<file path="src/rtl/dual_mac.sv">
module dual_mac #(
  parameter int DW     = 32,
  parameter int PROD_W = 40,
  parameter int ACC_W  = 48,
  parameter int INT_W  = 32,
  parameter int NACC   = 4
) (
  input  logic                  clk,
  input  logic                  rst,
  input  logic                  clr,
  input  logic                  valid,
  input  logic                  frac,
  input  logic                  size,
  input  logic                  hi_a,
  input  logic                  hi_b,
  input  logic [1:0]            scale,
  input  logic [1:0]            sel_p,
  input  logic [1:0]            sel_s,
  input  logic [DW-1:0]         src_a,
  input  logic [DW-1:0]         src_b,
  output logic [NACC*ACC_W-1:0] acc_all,
  output logic [NACC-1:0]       pav,
  output logic                  flag_n,
  output logic                  flag_z,
  output logic                  flag_v,
  output logic                  flag_ev,
  output logic                  done
);
  localparam int HW = DW / 2;
  localparam int PW = 2 * DW + 2;

  logic [ACC_W-1:0] acc [NACC];

  logic signed [DW:0]   ea, eb;
  logic signed [PW-1:0] prod, scaled;
  logic                 pov;
  logic [ACC_W-1:0]     p_ext, base_s, sum1w, sum2w;
  logic [ACC_W:0]       sum1, sum2;
  logic                 ov1, ov2, same, ev_int, ev_frac;
  logic [NACC-1:0]      set_p, set_s;

  assign ea = size ? {src_a[DW-1], src_a}
            : (hi_a ? {{(HW+1){src_a[DW-1]}}, src_a[DW-1:HW]} : {{(HW+1){src_a[HW-1]}}, src_a[HW-1:0]});
  assign eb = size ? {src_b[DW-1], src_b}
            : (hi_b ? {{(HW+1){src_b[DW-1]}}, src_b[DW-1:HW]} : {{(HW+1){src_b[HW-1]}}, src_b[HW-1:0]});

  assign prod = PW'(ea) * PW'(eb);

  always_comb begin
    if (frac) scaled = prod <<< 1;
    else begin
      case (scale)
        2'b01:   scaled = prod <<< 1;
        2'b11:   scaled = prod >>> 1;
        default: scaled = prod;
      endcase
    end
  end

  assign pov   = !((&scaled[PW-1:PROD_W-1]) || !(|scaled[PW-1:PROD_W-1]));
  assign p_ext = {{(ACC_W-PROD_W){scaled[PROD_W-1]}}, scaled[PROD_W-1:0]};

  assign same   = (sel_p == sel_s);
  assign sum1   = {acc[sel_p][ACC_W-1], acc[sel_p]} + {p_ext[ACC_W-1], p_ext};
  assign sum1w  = sum1[ACC_W-1:0];
  assign ov1    = sum1[ACC_W] ^ sum1[ACC_W-1];
  assign base_s = same ? sum1w : acc[sel_s];
  assign sum2   = {base_s[ACC_W-1], base_s} + {p_ext[ACC_W-1], p_ext};
  assign sum2w  = sum2[ACC_W-1:0];
  assign ov2    = (sum2[ACC_W] ^ sum2[ACC_W-1]) || (same && ov1);

  assign ev_int  = !((&sum2[ACC_W:INT_W-1]) || !(|sum2[ACC_W:INT_W-1]));
  assign ev_frac = !((&sum2[ACC_W:PROD_W-1]) || !(|sum2[ACC_W:PROD_W-1]));

  assign set_p = (pov || ov1) ? (NACC'(1) << sel_p) : '0;
  assign set_s = (pov || ov2) ? (NACC'(1) << sel_s) : '0;

  always_ff @(posedge clk) begin
    if (rst || clr) begin
      for (int i = 0; i < NACC; i++) acc[i] <= '0;
      pav     <= '0;
      flag_n  <= 1'b0;
      flag_z  <= 1'b0;
      flag_v  <= 1'b0;
      flag_ev <= 1'b0;
      done    <= 1'b0;
    end else begin
      done <= valid;
      if (valid) begin
        acc[sel_p] <= sum1w;
        acc[sel_s] <= sum2w;
        pav        <= pav | set_p | set_s;
        flag_n     <= sum2w[ACC_W-1];
        flag_z     <= (sum2w == '0);
        flag_v     <= pov || ov2 || pav[sel_s];
        flag_ev    <= frac ? ev_frac : ev_int;
      end
    end
  end

  for (genvar g = 0; g < NACC; g++) begin : g_out
    assign acc_all[g*ACC_W +: ACC_W] = acc[g];

    AST_UNNAMED_HOLDS: assert property (@(posedge clk) disable iff (rst)
      (!clr && !(valid && (sel_p == g || sel_s == g))) |=> $stable(acc_all[g*ACC_W +: ACC_W]));
  end

  AST_DONE_PULSE: assert property (@(posedge clk) disable iff (rst)
    (valid && !clr) |=> done);
  AST_DONE_ONLY_AFTER_VALID: assert property (@(posedge clk) disable iff (rst)
    !valid |=> !done);
  AST_IDLE_FLAGS_HOLD: assert property (@(posedge clk) disable iff (rst)
    (!valid && !clr) |=> $stable({flag_n, flag_z, flag_v, flag_ev, pav}));
  AST_CLEAR_EMPTIES: assert property (@(posedge clk) disable iff (rst)
    clr |=> (acc_all == '0 && pav == '0 && !done));
  AST_STICKY_KEPT: assert property (@(posedge clk) disable iff (rst)
    !clr |=> ((pav & $past(pav)) == $past(pav)));
  AST_V_FROM_STICKY: assert property (@(posedge clk) disable iff (rst)
    (valid && !clr && pav[sel_s]) |=> flag_v);
endmodule

</file>
<file path="config.mk">
export PLATFORM = sky130hd
export DESIGN_NAME = dual_mac
export DESIGN_NICKNAME = d
export VERILOG_FILES = /design/src/rtl/dual_mac.sv
export SDC_FILE = /design/constraint.sdc
export NUM_CORES = 2
export LEC_CHECK = 0
export BUFFER_PORTS_ARGS = -buffer_cell sky130_fd_sc_hd__buf_4
export CAP_MARGIN = 20
export CORE_MARGIN = 5
export CORE_UTILIZATION = 55
export DETAILED_ROUTE_END_ITERATION = 16
export PLACE_DENSITY = 0.79
export SLEW_MARGIN = 40
export SYNTH_ARGS = -nofsm -noshare
export SYNTH_HDL_FRONTEND = slang
export SYNTH_SLANG_ARGS = --single-unit
</file>
<file path="constraint.sdc">
create_clock -name clk -period 42.8 [get_ports clk]
set_input_delay 0 -clock clk [delete_from_list [all_inputs] [get_ports clk]]
set_output_delay 0 -clock clk [all_outputs]
set_load 0.005 [all_outputs]
</file>
### After elaboration in Yosys (flattened, before gate mapping)

Memories as Yosys holds them, arrays and structs flattened.
Cells that the tools add are included.
W data, S select, Z words.

* $lt $le $gt $ge: 1
* multipliers: 1
* mux-type cells: 23
* add/subtract/negate cells: 2
* reductions and logical operators: 24
* shift operators: 2
* bitwise logic cells: 4
* equal/unequal tests: 3

Operators by type and width (count)
* $mux W48: 3
* $mux W33: 4
* $pmux W66 S2: 1
* $add A48 B40 Y49: 2
* $reduce_or A48 Y1: 2
* $mul A33 B33 Y66: 1
* $mux W66: 1
* $logic_not A48 Y1: 1
* $reduce_and A27 Y1: 1
* $reduce_or A27 Y1: 1
* $reduce_and A18 Y1: 1
* $reduce_or A18 Y1: 1
* $reduce_and A10 Y1: 1
* $reduce_or A10 Y1: 1
* $mux W1: 9
* $logic_or A1 B1 Y1: 8
* $mux W4: 2
* $or A4 B4 Y4: 2
* $shl A1 B2 Y4 const A: 2
* $logic_not A1 Y1: 6
* $mux W2: 2
* $lt A2 B3 Y1 const B: 1
* $bmux W1 S2: 1
* $eq A2 B1 Y1 const B: 1
* other kinds (4): 5

* memories kept: 1
* memory bits (writable): 192
* output and inout bits: 201
* flip-flop bits (word level): 9

Memories
* acc: depth 4, width 48, rd ports 6, clocked after Yosys merged registers in 0, write ports 4, line 32 `logic [ACC_W-1:0] acc [NACC];`

### Longest topological paths before layout

* depth after elaboration: 13
* mapped depth: 64
* mapped depth without buffers: 59

### Least setup slack after synthesis

No wires, ideal clock.

* path kind: input to register
* start point: input port size
* end point: register flag_ev
* cell stages on the path: 59
* setup slack: 29.248 ns
* data arrival time: 13.435 ns
* setup time: 0.117 ns
* path buffers: 5
* data required time: 42.683 ns
* path through: clkbuf_1 > nor2b_1 > clkbuf_1 > buf_1 > mux2i_1 > clkbuf_1 > nor2_1 > fa_1 > fa_1 > inv_1 > fa_1 > fa_1 > inv_1 > ha_1 > ha_1 > fa_1 > inv_1 > fa_1 > [... 23 more ...] > ha_1 > and3_1 > and2_1 > and3_1 > and2_1 > a21oi_1 > o21ai_0 > a21oi_1 > o31a_1 > nor2b_1 > or4_1 > o21ai_0 > ha_1 > inv_1 > or4_1 > nor4_1 > o21ai_0 > a32o_1

* longest elaborated chain between the ends: 12
* elaborated cells between the ends (all ways): 19

RTL lines
* from (decl): line 13 `input logic size,`
* $mux W33, on equally long branches: line 42, 44
* $mul A33 B33 Y66 *: line 47 `assign prod = PW'(ea) * PW'(eb);`
* $pmux W66 S2: line 52 `case (scale)`
* $mux W66 *: line 50 `if (frac) scaled = prod <<< 1;`
* $add A48 B40 Y49: line 64 `assign sum1 = {acc[sel_p][ACC_W-1], acc[sel_p]} + {p_ext[ACC_W-1], p_ext};`
* $mux W48: line 67 `assign base_s = same ? sum1w : acc[sel_s];`
* $add A48 B40 Y49 *: line 68 `assign sum2 = {base_s[ACC_W-1], base_s} + {p_ext[ACC_W-1], p_ext};`
* $reduce_or A18 Y1 / $reduce_or A10 Y1 (equally long branches): line 72, 73
* $logic_not A1 Y1, on equally long branches: line 72, 73
* $logic_or A1 B1 Y1, on equally long branches: line 72, 73
* $logic_not A1 Y1, on equally long branches: line 72, 73
* $mux W1 *: line 96 `flag_ev <= frac ? ev_frac : ev_int;`
* to (signal assigned): line 96
* to (decl): line 26 `output logic flag_ev,`

Every way passes the cells marked *; elsewhere a longest branch is shown, timed or not.
A chain may end at the register's enable or synchronous reset.

### Worst setup path in the final report

Same ends and word-level chain as after synthesis.

==> impl_metrics.json <==
{
  "dieArea_um2": 108000,
  "cts.sinks": 201,
  "final_nets": 7776,
  "outcome": "completed",
  "critPathMaxStageDelay_ps": 770,
  "async_flop_share_pct": 0,
  "post_cts_buffers": 0,
  "clk_latency_ps": 530,
  "slowest_stage": "mux2_2",
  "crit_start": "size",
  "grt_max_degree": 57,
  "cp.arrival_ps": 15830,
  "period_needed_ps": 15420,
  "grtUsageMet3_pct": 12.4,
  "track_usage_pct": 36.9,
  "io-pin-count": 279,
  "grt-ovfl-total": 0,
  "cts.clk_slew.worst_paths_ps": 70,
  "crit_family": "adder cells",
  "hp-class": "input pin to flip-flop",
  "grt_use_met1_pct": 47.0,
  "relSlewSlack_pct": 39.5,
  "place.gp.congestion": 1.08,
  "cts_buffers": 19,
  "antenna_found_initial": 2,
  "synth_top_area_share_pct": 40.3,
  "drv_slew": 0,
  "synth_common_cells": "1147 x inv_1, 1125 x fa_1, 1007 x nor2_1",
  "cts_buffer_depth": 3,
  "yosysWarnings": 0,
  "fin_crit_sh_pct": 36.0,
  "clock_skew_ps": 21.5,
  "timing.fmax_mhz": 64.8,
  "hp-start": "rst",
  "via_per_inst": 6.33,
  "regArea_um2": 5950,
  "fin_util_pct": 60.0,
  "fin_area_um2": 60200,
  "synth_flop_cell": "edfxtp_1",
  "tns_ps": 0,
  "cts.root.buffer_cell": "clkbuf_16",
  "multi_input_area_um2": 44800,
  "start_util_pct": 55.6,
  "ys_top_cells_by_area": "fa_1 40%, edfxtp_1 10%, inv_1 7.7%",
  "vias": 48300,
  "yosysSeqAreaShare_pct": 10.6,
  "core_area_um2": 100000,
  "critPathBufInv": 9,
  "rsz0062_at_grt": "false",
  "die_x_um": 329,
  "drt_iter0_drc": 5647,
  "grt_first_pass_wirelength_mm": 304,
  "syn-cell-area_um2": 55800,
  "setup_viol": 0,
  "wire_per_inst_um": 26.0,
  "synth.distinct_cells": 104,
  "portBuffers": 278,
  "synth_top_area_cell": "fa_1",
  "crit_required_ps": 43210,
  "maxCapViolCount": 0,
  "met2_usage_pct": 55.8,
  "synth_edf_count": 192,
  "placed_area_um2": 59600,
  "worst_pin_slew_ps": 908,
  "synthToLayoutAreaGrowth_pct": 7.88,
  "drive_gt1_share_pct": 10.6,
  "grt_pass1_vias": 50200,
  "drt_wl_total_mm": 199,
  "cts_tree": "done",
  "first_pass_iters": 7,
  "path_class": "input pin to flip-flop",
  "cp_common_cell": "fa_1",
  "ys_ff_latch": 201,
  "core.rowCount": 116,
  "netlist_instances": 6181,
  "htreeDepth": 1,
  "drc": 0,
  "syn_nets": 7698,
  "fillers": 8494,
  "top_usage_layer": "met2",
  "hold_viol": 0,
  "synth.most_common_cell": "inv_1",
  "critPathLaunchType": "input pin",
  "hpwl_mm": 156,
  "avgSynthCellArea_um2": 9.03,
  "die_h_um": 329,
  "rr_startpoint": "acc[0][0]",
  "crit_path_end_kind": "flip-flop",
  "crit_fanout": 38,
  "ant_nets": 0
}
placed cells by master, fill, tap and decap left out, types with 117 or more instances in the layout:
cell         n
nand2_1    523
buf_4      365
o21ai_0    145
inv_1     1145
a21o_1     117
o22ai_1    205
nor2_1    1004
edfxtp_1   192
a21oi_1    202
ha_1       314
fa_1      1125
stage by stage:
step                      cells  worst slack (ps)  hold slack [ps]
after CTS                  7627             27630             16.0
after detailed placement   7592             27160              370
after global placement     7586             27220              374
after global routing       7628             26570             65.4
final                      7629             27380             21.6
after floorplan            6181             29250              190
worst paths after layout:
| path | endpoint | slack (ps) | depth (start not counted) |
|---|---|---|---|
| setup / recovery | flag_ev | 27380 | 57 |
| hold reg to reg | pav[0] | 520 | 2 |
| hold / removal | pav[0] | 20 | 5 |
| setup reg to reg | flag_ev | 33800 | 29 |
metal layers:
layer | share of wire [%] | wire (µm)
met1 | 34 | 68300
met2 | 43 | 85800
met3 | 15 | 29400
met4 | 7.6 | 15100
met5 | 0.0065 | 13
tightest hold or removal path: stages:
cell and delay, ps:
buf_4 80, nor2_1 40, buf_4 190, nand2_1 80
o221ai_1 90
flip-flops by register name (all words and copies together) (netlist names):
name,cells
done,1
flag_n,1
flag_z,1
flag_ev,1
pav,4
flag_v,1
acc,192
logic make-up (layout without fill, tap and decap cells):
group / after synthesis / count (layout) / synth area share (%)
AND/OR/NAND/NOR: 1807 / 1807 / 13.3
XOR/XNOR: 161 / 161 / 2.53
adder cells (fa/ha/maj): 1439 / 1439 / 47.4
other: 0 / 1 / 0
buffers and inverters: 1466 / 1556 / 9.91
AO/OA/AOI/OAI: 944 / 944 / 11.1
flip-flops: 201 / 201 / 10.6
multiplexers: 163 / 163 / 5.16
final cells by class:
type	instances	share of cell area (%)
Clock inverter	13	0.237
Clock buffer	20	0.796
Timing Repair Buffer	374	4.80
Antenna cell	1	0.00415
Tap cell	1357	2.82
Multi-Input combinational cell	4514	74.3
Sequential cell	201	9.87
Inverter	1149	7.16
timing repair:
action | CTS | global route
gates resized for setup | 0 | 0
endpoints found under the hold margin | 3 | 0
hold buffers | 2 | 0
Power is left out: the tool's default activity adds up to more than one toggle a clock period on the data nets, which glitch-free logic cannot reach.
